[src/rtl/xfc_pkg.sv]
// Shared types for the Xon/Xoff flow controller.
// Assumes a two-bit select encoding shared by recognition and insertion.
package xfc_pkg;
    typedef enum logic [1:0] {
        SEL_OFF    = 2'b00,
        SEL_FIRST  = 2'b01,
        SEL_SECOND = 2'b10,
        SEL_PAIR   = 2'b11
    } fc_sel_e;

    typedef enum logic [1:0] {
        M_IDLE = 2'b00,
        M_ON1  = 2'b01,
        M_OFF1 = 2'b10
    } match_st_e;

    typedef enum logic {
        I_IDLE = 1'b0,
        I_SEND = 1'b1
    } ins_st_e;

    // Index order of the code bank
    localparam int K_ON1  = 0;
    localparam int K_ON2  = 1;
    localparam int K_OFF1 = 2;
    localparam int K_OFF2 = 3;
    localparam int NKEYS  = 4;
endpackage

[src/rtl/xfc_rx_match.sv]
// Receive-side recognizer: compares each received character with the code
// bank and keeps the transmit pause flag.
// Assumes rx_valid marks exactly one character per cycle.
module xfc_rx_match
    import xfc_pkg::*;
#(
    parameter int CW = 8
) (
    input  logic                     clk,
    input  logic                     rst_n,
    input  logic                     rx_valid,
    input  logic [CW-1:0]            rx_data,
    input  logic [NKEYS-1:0][CW-1:0] keys,
    input  fc_sel_e                  rsel,
    input  logic                     xon_any,
    output logic                     pause,
    output logic                     consumed
);
    logic [NKEYS-1:0] eq;
    match_st_e        st, st_nxt;
    logic             hit_off, hit_on, release_c;
    logic [CW-1:0]    on_key, off_key;

    // One comparator per programmed code
    for (genvar k = 0; k < NKEYS; k++) begin : g_cmp
        assign eq[k] = (rx_data == keys[k]);
    end

    // Pick the code pair used by the single-character modes
    always_comb begin
        on_key  = (rsel == SEL_SECOND) ? keys[K_ON2]  : keys[K_ON1];
        off_key = (rsel == SEL_SECOND) ? keys[K_OFF2] : keys[K_OFF1];
    end

    // Match decision and next sequence state
    always_comb begin
        hit_off = 1'b0;
        hit_on  = 1'b0;
        st_nxt  = M_IDLE;
        case (rsel)
            SEL_FIRST, SEL_SECOND: begin
                hit_off = rx_valid && (rx_data == off_key);
                hit_on  = rx_valid && !hit_off && (rx_data == on_key);
            end
            SEL_PAIR: begin
                st_nxt = st;
                if (rx_valid) begin
                    hit_off = (st == M_OFF1) && eq[K_OFF2];
                    hit_on  = (st == M_ON1)  && eq[K_ON2];
                    if (hit_off || hit_on) st_nxt = M_IDLE;
                    else if (eq[K_OFF1])   st_nxt = M_OFF1;
                    else if (eq[K_ON1])    st_nxt = M_ON1;
                    else                   st_nxt = M_IDLE;
                end
            end
            default: st_nxt = M_IDLE;
        endcase
    end

    // Release by a resume match or, optionally, by any non-stop character
    always_comb begin
        release_c = hit_on || (xon_any && rx_valid && !hit_off && (rsel != SEL_OFF));
        consumed  = hit_off || hit_on;
    end

    // Sequence state and pause flag; cleared when recognition is off
    always_ff @(posedge clk) begin
        if (!rst_n || rsel == SEL_OFF) begin
            st    <= M_IDLE;
            pause <= 1'b0;
        end else begin
            st <= st_nxt;
            if (hit_off)        pause <= 1'b1;
            else if (release_c) pause <= 1'b0;
        end
    end
endmodule

[src/rtl/xfc_tx_insert.sv]
// Transmit-side sequencer: watches the receive buffer fill and offers stop
// or resume codes to the transmitter, one character per acknowledge.
// Assumes rx_release is below rx_trig.
module xfc_tx_insert
    import xfc_pkg::*;
#(
    parameter int CW = 8,
    parameter int LW = 7
) (
    input  logic                     clk,
    input  logic                     rst_n,
    input  fc_sel_e                  tsel,
    input  logic [NKEYS-1:0][CW-1:0] keys,
    input  logic [LW-1:0]            rx_level,
    input  logic [LW-1:0]            rx_trig,
    input  logic [LW-1:0]            rx_release,
    input  logic                     ins_ack,
    output logic                     ins_req,
    output logic [CW-1:0]            ins_data
);
    ins_st_e st;
    logic    off_sent;     // a stop code is outstanding at the far end
    logic    kind_off;     // current request is a stop code
    logic    second_due;   // second code of a pair still to go
    logic    want_off, want_on;

    // Threshold crossings that start a new request
    always_comb begin
        want_off = !off_sent && (rx_level >= rx_trig);
        want_on  =  off_sent && (rx_level <= rx_release);
    end

    // Request sequencer with latched data
    always_ff @(posedge clk) begin
        if (!rst_n || tsel == SEL_OFF) begin
            st         <= I_IDLE;
            off_sent   <= 1'b0;
            kind_off   <= 1'b0;
            second_due <= 1'b0;
            ins_data   <= '0;
        end else begin
            case (st)
                I_IDLE: begin
                    if (want_off || want_on) begin
                        st         <= I_SEND;
                        off_sent   <= want_off;
                        kind_off   <= want_off;
                        second_due <= (tsel == SEL_PAIR);
                        if (want_off)
                            ins_data <= (tsel == SEL_SECOND) ? keys[K_OFF2] : keys[K_OFF1];
                        else
                            ins_data <= (tsel == SEL_SECOND) ? keys[K_ON2] : keys[K_ON1];
                    end
                end
                default: begin
                    if (ins_ack) begin
                        if (second_due) begin
                            second_due <= 1'b0;
                            ins_data   <= kind_off ? keys[K_OFF2] : keys[K_ON2];
                        end else begin
                            st <= I_IDLE;
                        end
                    end
                end
            endcase
        end
    end

    // Offer is visible whenever a character is pending
    assign ins_req = (st == I_SEND);
endmodule

[src/rtl/xonxoff_flow_ctrl.sv]
// Top of the Xon/Xoff flow controller: packs the code bank, splits the mode
// field and joins the receive recognizer with the insertion sequencer.
// Assumes a single clock domain and synchronous active-low reset.
module xonxoff_flow_ctrl
    import xfc_pkg::*;
#(
    parameter int CW = 8,
    parameter int LW = 7
) (
    input  logic          clk,
    input  logic          rst_n,
    input  logic          rx_valid,
    input  logic [CW-1:0] rx_data,
    input  logic [CW-1:0] xon_char1,
    input  logic [CW-1:0] xon_char2,
    input  logic [CW-1:0] xoff_char1,
    input  logic [CW-1:0] xoff_char2,
    input  logic [3:0]    fc_mode,
    input  logic          xon_any,
    input  logic [LW-1:0] rx_level,
    input  logic [LW-1:0] rx_trig,
    input  logic [LW-1:0] rx_release,
    input  logic          ins_ack,
    output logic          tx_pause,
    output logic          rx_consumed,
    output logic          ins_req,
    output logic [CW-1:0] ins_data
);
    logic [NKEYS-1:0][CW-1:0] keys;
    fc_sel_e                  rsel, tsel;

    // Code bank and select fields
    always_comb begin
        keys[K_ON1]  = xon_char1;
        keys[K_ON2]  = xon_char2;
        keys[K_OFF1] = xoff_char1;
        keys[K_OFF2] = xoff_char2;
        rsel = fc_sel_e'(fc_mode[1:0]);
        tsel = fc_sel_e'(fc_mode[3:2]);
    end

    xfc_rx_match #(.CW(CW)) u_rx (
        .clk      (clk),
        .rst_n    (rst_n),
        .rx_valid (rx_valid),
        .rx_data  (rx_data),
        .keys     (keys),
        .rsel     (rsel),
        .xon_any  (xon_any),
        .pause    (tx_pause),
        .consumed (rx_consumed)
    );

    xfc_tx_insert #(.CW(CW), .LW(LW)) u_tx (
        .clk        (clk),
        .rst_n      (rst_n),
        .tsel       (tsel),
        .keys       (keys),
        .rx_level   (rx_level),
        .rx_trig    (rx_trig),
        .rx_release (rx_release),
        .ins_ack    (ins_ack),
        .ins_req    (ins_req),
        .ins_data   (ins_data)
    );
endmodule

[config.mk]
export PLATFORM = sky130hd
export DESIGN_NAME = xonxoff_flow_ctrl
export DESIGN_NICKNAME = d
export VERILOG_FILES = /design/src/rtl/xfc_pkg.sv /design/src/rtl/xfc_rx_match.sv /design/src/rtl/xfc_tx_insert.sv /design/src/rtl/xonxoff_flow_ctrl.sv
export SDC_FILE = /design/constraint.sdc
export NUM_CORES = 1
export LEC_CHECK = 0
export ABC_AREA = 1
export BUFFER_PORTS_ARGS = -buffer_cell sky130_fd_sc_hd__buf_2
export CAP_MARGIN = 20
export CORE_MARGIN = 3
export CORE_UTILIZATION = 40
export DETAILED_ROUTE_END_ITERATION = 8
export PLACE_DENSITY = 0.63
export SKIP_LAST_GASP = 1
export SLEW_MARGIN = 10
export SYNTH_ARGS = -nofsm -noshare
export SYNTH_HDL_FRONTEND = slang
export SYNTH_SLANG_ARGS = --single-unit
[constraint.sdc]
create_clock -name clk -period 1.75 [get_ports clk]
set_clock_uncertainty 0.1 [all_clocks]
set_input_delay 0.0875 -clock clk [delete_from_list [all_inputs] [get_ports clk]]
set_output_delay 0.0875 -clock clk [all_outputs]
set_load 0.01 [all_outputs]
==> impl_metrics.xml <==
<?xml version="1.0" encoding="UTF-8"?>
<metrics>
  <group name="run_status">
    <metric name="status" unit="">finished, violations left</metric>
    <metric name="violated_checks" unit="">setup timing</metric>
  </group>
  <group name="logic_synthesis">
    <metric name="yosysMostFrequentCell" unit="">nand2_1</metric>
    <metric name="synthDominantCellAreaShare" unit="">0.266</metric>
    <metric name="synth_simple_gate_area_share" unit="">0.488</metric>
    <metric name="post_synth_mux_area_share" unit="">0</metric>
    <metric name="synth-async-reset-ratio" unit="">0</metric>
    <metric name="synth_area_leader_cell" unit="">nand2_1</metric>
    <metric name="combinational_family_with_the_most_area_after_synthesis" unit="">simple AND/OR/NAND/NOR gates</metric>
    <metric name="mappedNetlistNets" unit="">505</metric>
    <metric name="synth_enable_flop_cells" unit="">0</metric>
    <metric name="synth_warnings" unit="">0</metric>
    <metric name="yosys-top-cells-count" unit="">162 x nand2_1, 54 x inv_1, 40 x nor2_1</metric>
    <metric name="number_of_synthesized_register_bits" unit="">14</metric>
    <metric name="synth-compound-area-share" unit="">0.129</metric>
    <metric name="yosysUniqueCellTypes" unit="">33</metric>
    <metric name="netlist_area" unit="µm²">2290</metric>
    <metric name="postSynthAreaPerCell" unit="µm²">5.49</metric>
    <metric name="dominantRegCellSynth" unit="">dfxtp_1</metric>
    <metric name="leading_post_synthesis_cells_by_cell_area" unit="">nand2_1 27%, dfxtp_1 12%, ha_1 9.8%</metric>
    <metric name="post_synth_inst_count" unit="">417</metric>
    <metric name="synth_seq_area_share" unit="">0.122</metric>
    <metric name="adder_cell_share_of_the_synthesized_area" unit="">0.0984</metric>
    <metric name="yosys.area_share.xor_xnor" unit="">0.0459</metric>
  </group>
  <group name="pwr">
    <metric name="irDropWorstVdd" unit="V">0.000319</metric>
    <metric name="leakage" unit="nW">1.74</metric>
    <metric name="fin_total_pwr" unit="mW">1.47</metric>
    <metric name="power_density" unit="nW/µm²">510</metric>
  </group>
  <group name="hold_path">
    <metric name="min-delay-path-class" unit="">input port to flop</metric>
    <metric name="worst_hold_path.endpoint" unit="">u_rx.st[1]</metric>
    <metric name="worst_hold_startpoint" unit="">rx_valid</metric>
    <metric name="hold-path-cell-count" unit="">3</metric>
  </group>
  <group name="drt">
    <metric name="route.detailed.drc" unit="">0</metric>
    <metric name="dr_total_vias" unit="">2724</metric>
    <metric name="first_pass_iters" unit="">4</metric>
    <metric name="avgRoutedWirePerCell" unit="µm">11.3</metric>
    <metric name="routedLengthMet1" unit="mm">3.06</metric>
    <metric name="iteration_0_drc_count_of_the_detailed_router" unit="">127</metric>
    <metric name="highest_layer" unit="">met4</metric>
    <metric name="route.detailed.vias_per_inst" unit="">4.75</metric>
    <metric name="route.met2.wl" unit="mm">3.00</metric>
    <metric name="drt-total-wl" unit="mm">6.49</metric>
    <metric name="route.met3.wl" unit="µm">395</metric>
    <metric name="drt.antenna.violating_nets" unit="">0</metric>
  </group>
  <group name="floorplan">
    <metric name="die_area" unit="µm²">6670</metric>
    <metric name="start_util" unit="">0.429</metric>
    <metric name="fp-row-count" unit="">26</metric>
    <metric name="coreArea" unit="µm²">5340</metric>
    <metric name="die_w" unit="µm">81.7</metric>
    <metric name="height_of_the_chip" unit="µm">81.7</metric>
    <metric name="pin_count" unit="">81</metric>
  </group>
  <group name="worst_setup_path">
    <metric name="critical_path.cell_chain" unit="">inv_2 -&gt; nor2_2 -&gt; nand2_1 -&gt; nor2_1 -&gt; nand2_1 -&gt; nor2_2 -&gt; nand2_1 -&gt; nand2_2 -&gt; nand2_1 -&gt; nand3_1 -&gt; nand2_1 -&gt; inv_1 -&gt; buf_2</metric>
    <metric name="worst_r2r_path_depth" unit="">13</metric>
    <metric name="cpLargestDelayFamily" unit="">simple AND/OR/NAND/NOR gates</metric>
    <metric name="critical_path.endpoint_type" unit="">output pin</metric>
    <metric name="cp_data_arrival_time" unit="ns">1.60</metric>
    <metric name="cp-start-kind" unit="">flop</metric>
    <metric name="cp_slowest_stage_delay" unit="ns">0.35</metric>
    <metric name="setup.reg_to_reg.worst_slack" unit="ns">0.23</metric>
    <metric name="timing_worst_setup_path_type" unit="">flop to output pin</metric>
    <metric name="path_max_fanout" unit="">3</metric>
    <metric name="critical_path.reg2reg.endpoint" unit="">u_rx.pause</metric>
    <metric name="critical_path.slowest_cell" unit="">dfxtp_2</metric>
    <metric name="crit_path_buffers_inverters" unit="">3</metric>
    <metric name="critical_path.most_common_cell" unit="">nand2_1</metric>
    <metric name="critical_path.reg2reg.startpoint" unit="">u_rx.st[1]</metric>
    <metric name="worst-endpoint-required" unit="ns">1.56</metric>
  </group>
  <group name="clock_network">
    <metric name="clkTransAtPathRegs" unit="ns">0.06</metric>
    <metric name="clk-insertion-delay-late" unit="ns">0.24</metric>
    <metric name="cts_tree" unit="">built</metric>
    <metric name="clock_buffer_count_from_cts" unit="">3</metric>
    <metric name="deepest_clock_path_buffer_count" unit="">2</metric>
    <metric name="cts_sinks" unit="">14</metric>
    <metric name="clock_tree_root_buffer_cell" unit="">clkbuf_8</metric>
    <metric name="cts_htree_levels" unit="">1</metric>
  </group>
  <group name="grt">
    <metric name="antenna_violations_before_repair" unit="">0</metric>
    <metric name="grt.overflow.total" unit="">0</metric>
    <metric name="grt_first_pass_wirelength" unit="mm">10.9</metric>
    <metric name="first_global_vias" unit="">2463</metric>
    <metric name="global_route.usage.total" unit="">0.204</metric>
    <metric name="pin_count_of_the_biggest_net_entering_global_routing" unit="">32</metric>
  </group>
  <group name="timing">
    <metric name="slew_headroom" unit="">0.781</metric>
    <metric name="grt_setup_unrepaired" unit="">true</metric>
    <metric name="clock.fmax" unit="MHz">561</metric>
    <metric name="finalCritPeriodShare" unit="">1.02</metric>
    <metric name="finalCriticalPeriod" unit="ns">1.78</metric>
    <metric name="finalSetupTns" unit="ns">-0.0331</metric>
    <metric name="setup_viol_count_final" unit="">1</metric>
    <metric name="timing.final.ws_setup" unit="ns">-0.0331</metric>
    <metric name="worst-slew-pin-transition" unit="ns">0.326</metric>
    <metric name="maxSlewViolCount" unit="">0</metric>
    <metric name="timing_hold_violations_final" unit="">0</metric>
  </group>
  <group name="place">
    <metric name="placedInstanceArea" unit="µm²">2810</metric>
    <metric name="detailed_place_hpwl" unit="mm">5.55</metric>
    <metric name="number_of_port_buffers" unit="">80</metric>
    <metric name="finalWeightedCongestion" unit="">0.937</metric>
    <metric name="dp.cells" unit="">568</metric>
  </group>
  <group name="finish">
    <metric name="finalInstanceArea" unit="µm²">2890</metric>
    <metric name="finish.utilization" unit="">0.541</metric>
    <metric name="layout.filler_cells" unit="">592</metric>
    <metric name="layout-drive-gt1-share" unit="">0.226</metric>
    <metric name="n_antenna_cell" unit="">0</metric>
    <metric name="final_net_count" unit="">593</metric>
    <metric name="final-instance-count-excl-fill" unit="">574</metric>
    <metric name="flow.area_growth_from_synthesis" unit="%">26.1</metric>
  </group>
  <group name="job">
    <metric name="max_cap_viol_count" unit="">0</metric>
  </group>
</metrics>
[worst max-delay path by stage]
stage	end	startpoint	slack (ns)	cells after the start
2_1_floorplan	u_tx.ins_data[0]	rx_trig[6]	0.25	10
3_3_place_gp	u_tx.ins_data[0]	rx_level[4]	-0.01	12
3_5_place_dp	u_tx.ins_data[0]	rx_level[4]	-0.03	13
4_1_cts	rx_consumed	u_rx.st[1]	-0.01	13
5_1_grt	rx_consumed	u_rx.st[1]	-0.15	13
6_report	rx_consumed	u_rx.st[1]	-0.03	13
[cells in the final DEF (no fill, tap or decap), types with 2 or more instances in the layout]
cell,n
a21oi_1,19
a21oi_2,2
buf_2,80
buf_4,9
clkbuf_8,4
dfxtp_1,13
ha_1,18
inv_1,53
inv_2,4
nand2_1,161
nand2_2,2
nand2_4,2
nand2_8,2
nand3_1,29
nand3b_1,9
nand4_1,4
nor2_1,39
nor2_2,2
o21ai_0,25
o21ai_1,2
xnor2_1,3
xor2_1,9
[worst reg2reg max path: cells and delay by family, from the launching register on]
family	cells	cell delay (ns)
DFF	1	0.35
AOI/OAI and AO/OA	1	0.06
and+or+nand+nor	11	0.88
buffers and inverters	1	0.04
[registers in the layout, indices dropped and copies added (netlist names)]
register         count
u_rx.pause           1
u_tx.kind_off        1
u_tx.ins_req         1
u_rx.st              2
u_tx.second_due      1
u_tx.ins_data        8
[per-layer routing]
layer	global-route usage	vias to the layer above
met2	0.356	86
met1	0.278	1146
met4	0.0216	0
li1	-	1488
met3	0.0252	4
met5	0	-
[timing repair]
item | in CTS | in global routing
resized for setup | 2 | 2
hold buffers | 1 | 0
buffers inserted | 0 | 1
gates cloned | 0 | 0
setup endpoints to repair | 1 | 1
hold endpoints to repair | 1 | 0
pin swaps | 0 | 6
[per-stage QoR]
stage	setup WS (ns)	hold WS (ns)
4_1_cts	-0.00976	0.0126
3_5_place_dp	-0.0326	0.263
6_report	-0.0331	0.0263
2_1_floorplan	0.246	0.110
3_3_place_gp	-0.0145	0.261
5_1_grt	-0.154	0.0367
[power by group]
group / internal, mW / switching (mW)
registers: 0.353 / 0.0224
clock network: 0.199 / 0.110
logic: 0.321 / 0.468
total: 0.873 / 0.601
[area by class of cell]
type / instances / area, µm² / share of cell area
clock buffer: 4 / 55.1 / 0.0191
inverter: 58 / 218 / 0.0754
multi-input combinational: 337 / 1750 / 0.605
sequential: 14 / 282 / 0.0975
tap: 70 / 87.6 / 0.0303
timing repair buffer: 91 / 498 / 0.172
[logic make-up (layout without fill, tap and decap cells)]
group | count (synthesis) | after routing
AOI/OAI and AO/OA | 52 | 52
xor gates and xnor gates | 12 | 12
adders and majority gates | 18 | 18
buffers and inverters | 66 | 153
DFF | 14 | 14
and+or+nand+nor | 255 | 255
(Power assumes the default switching activity.)
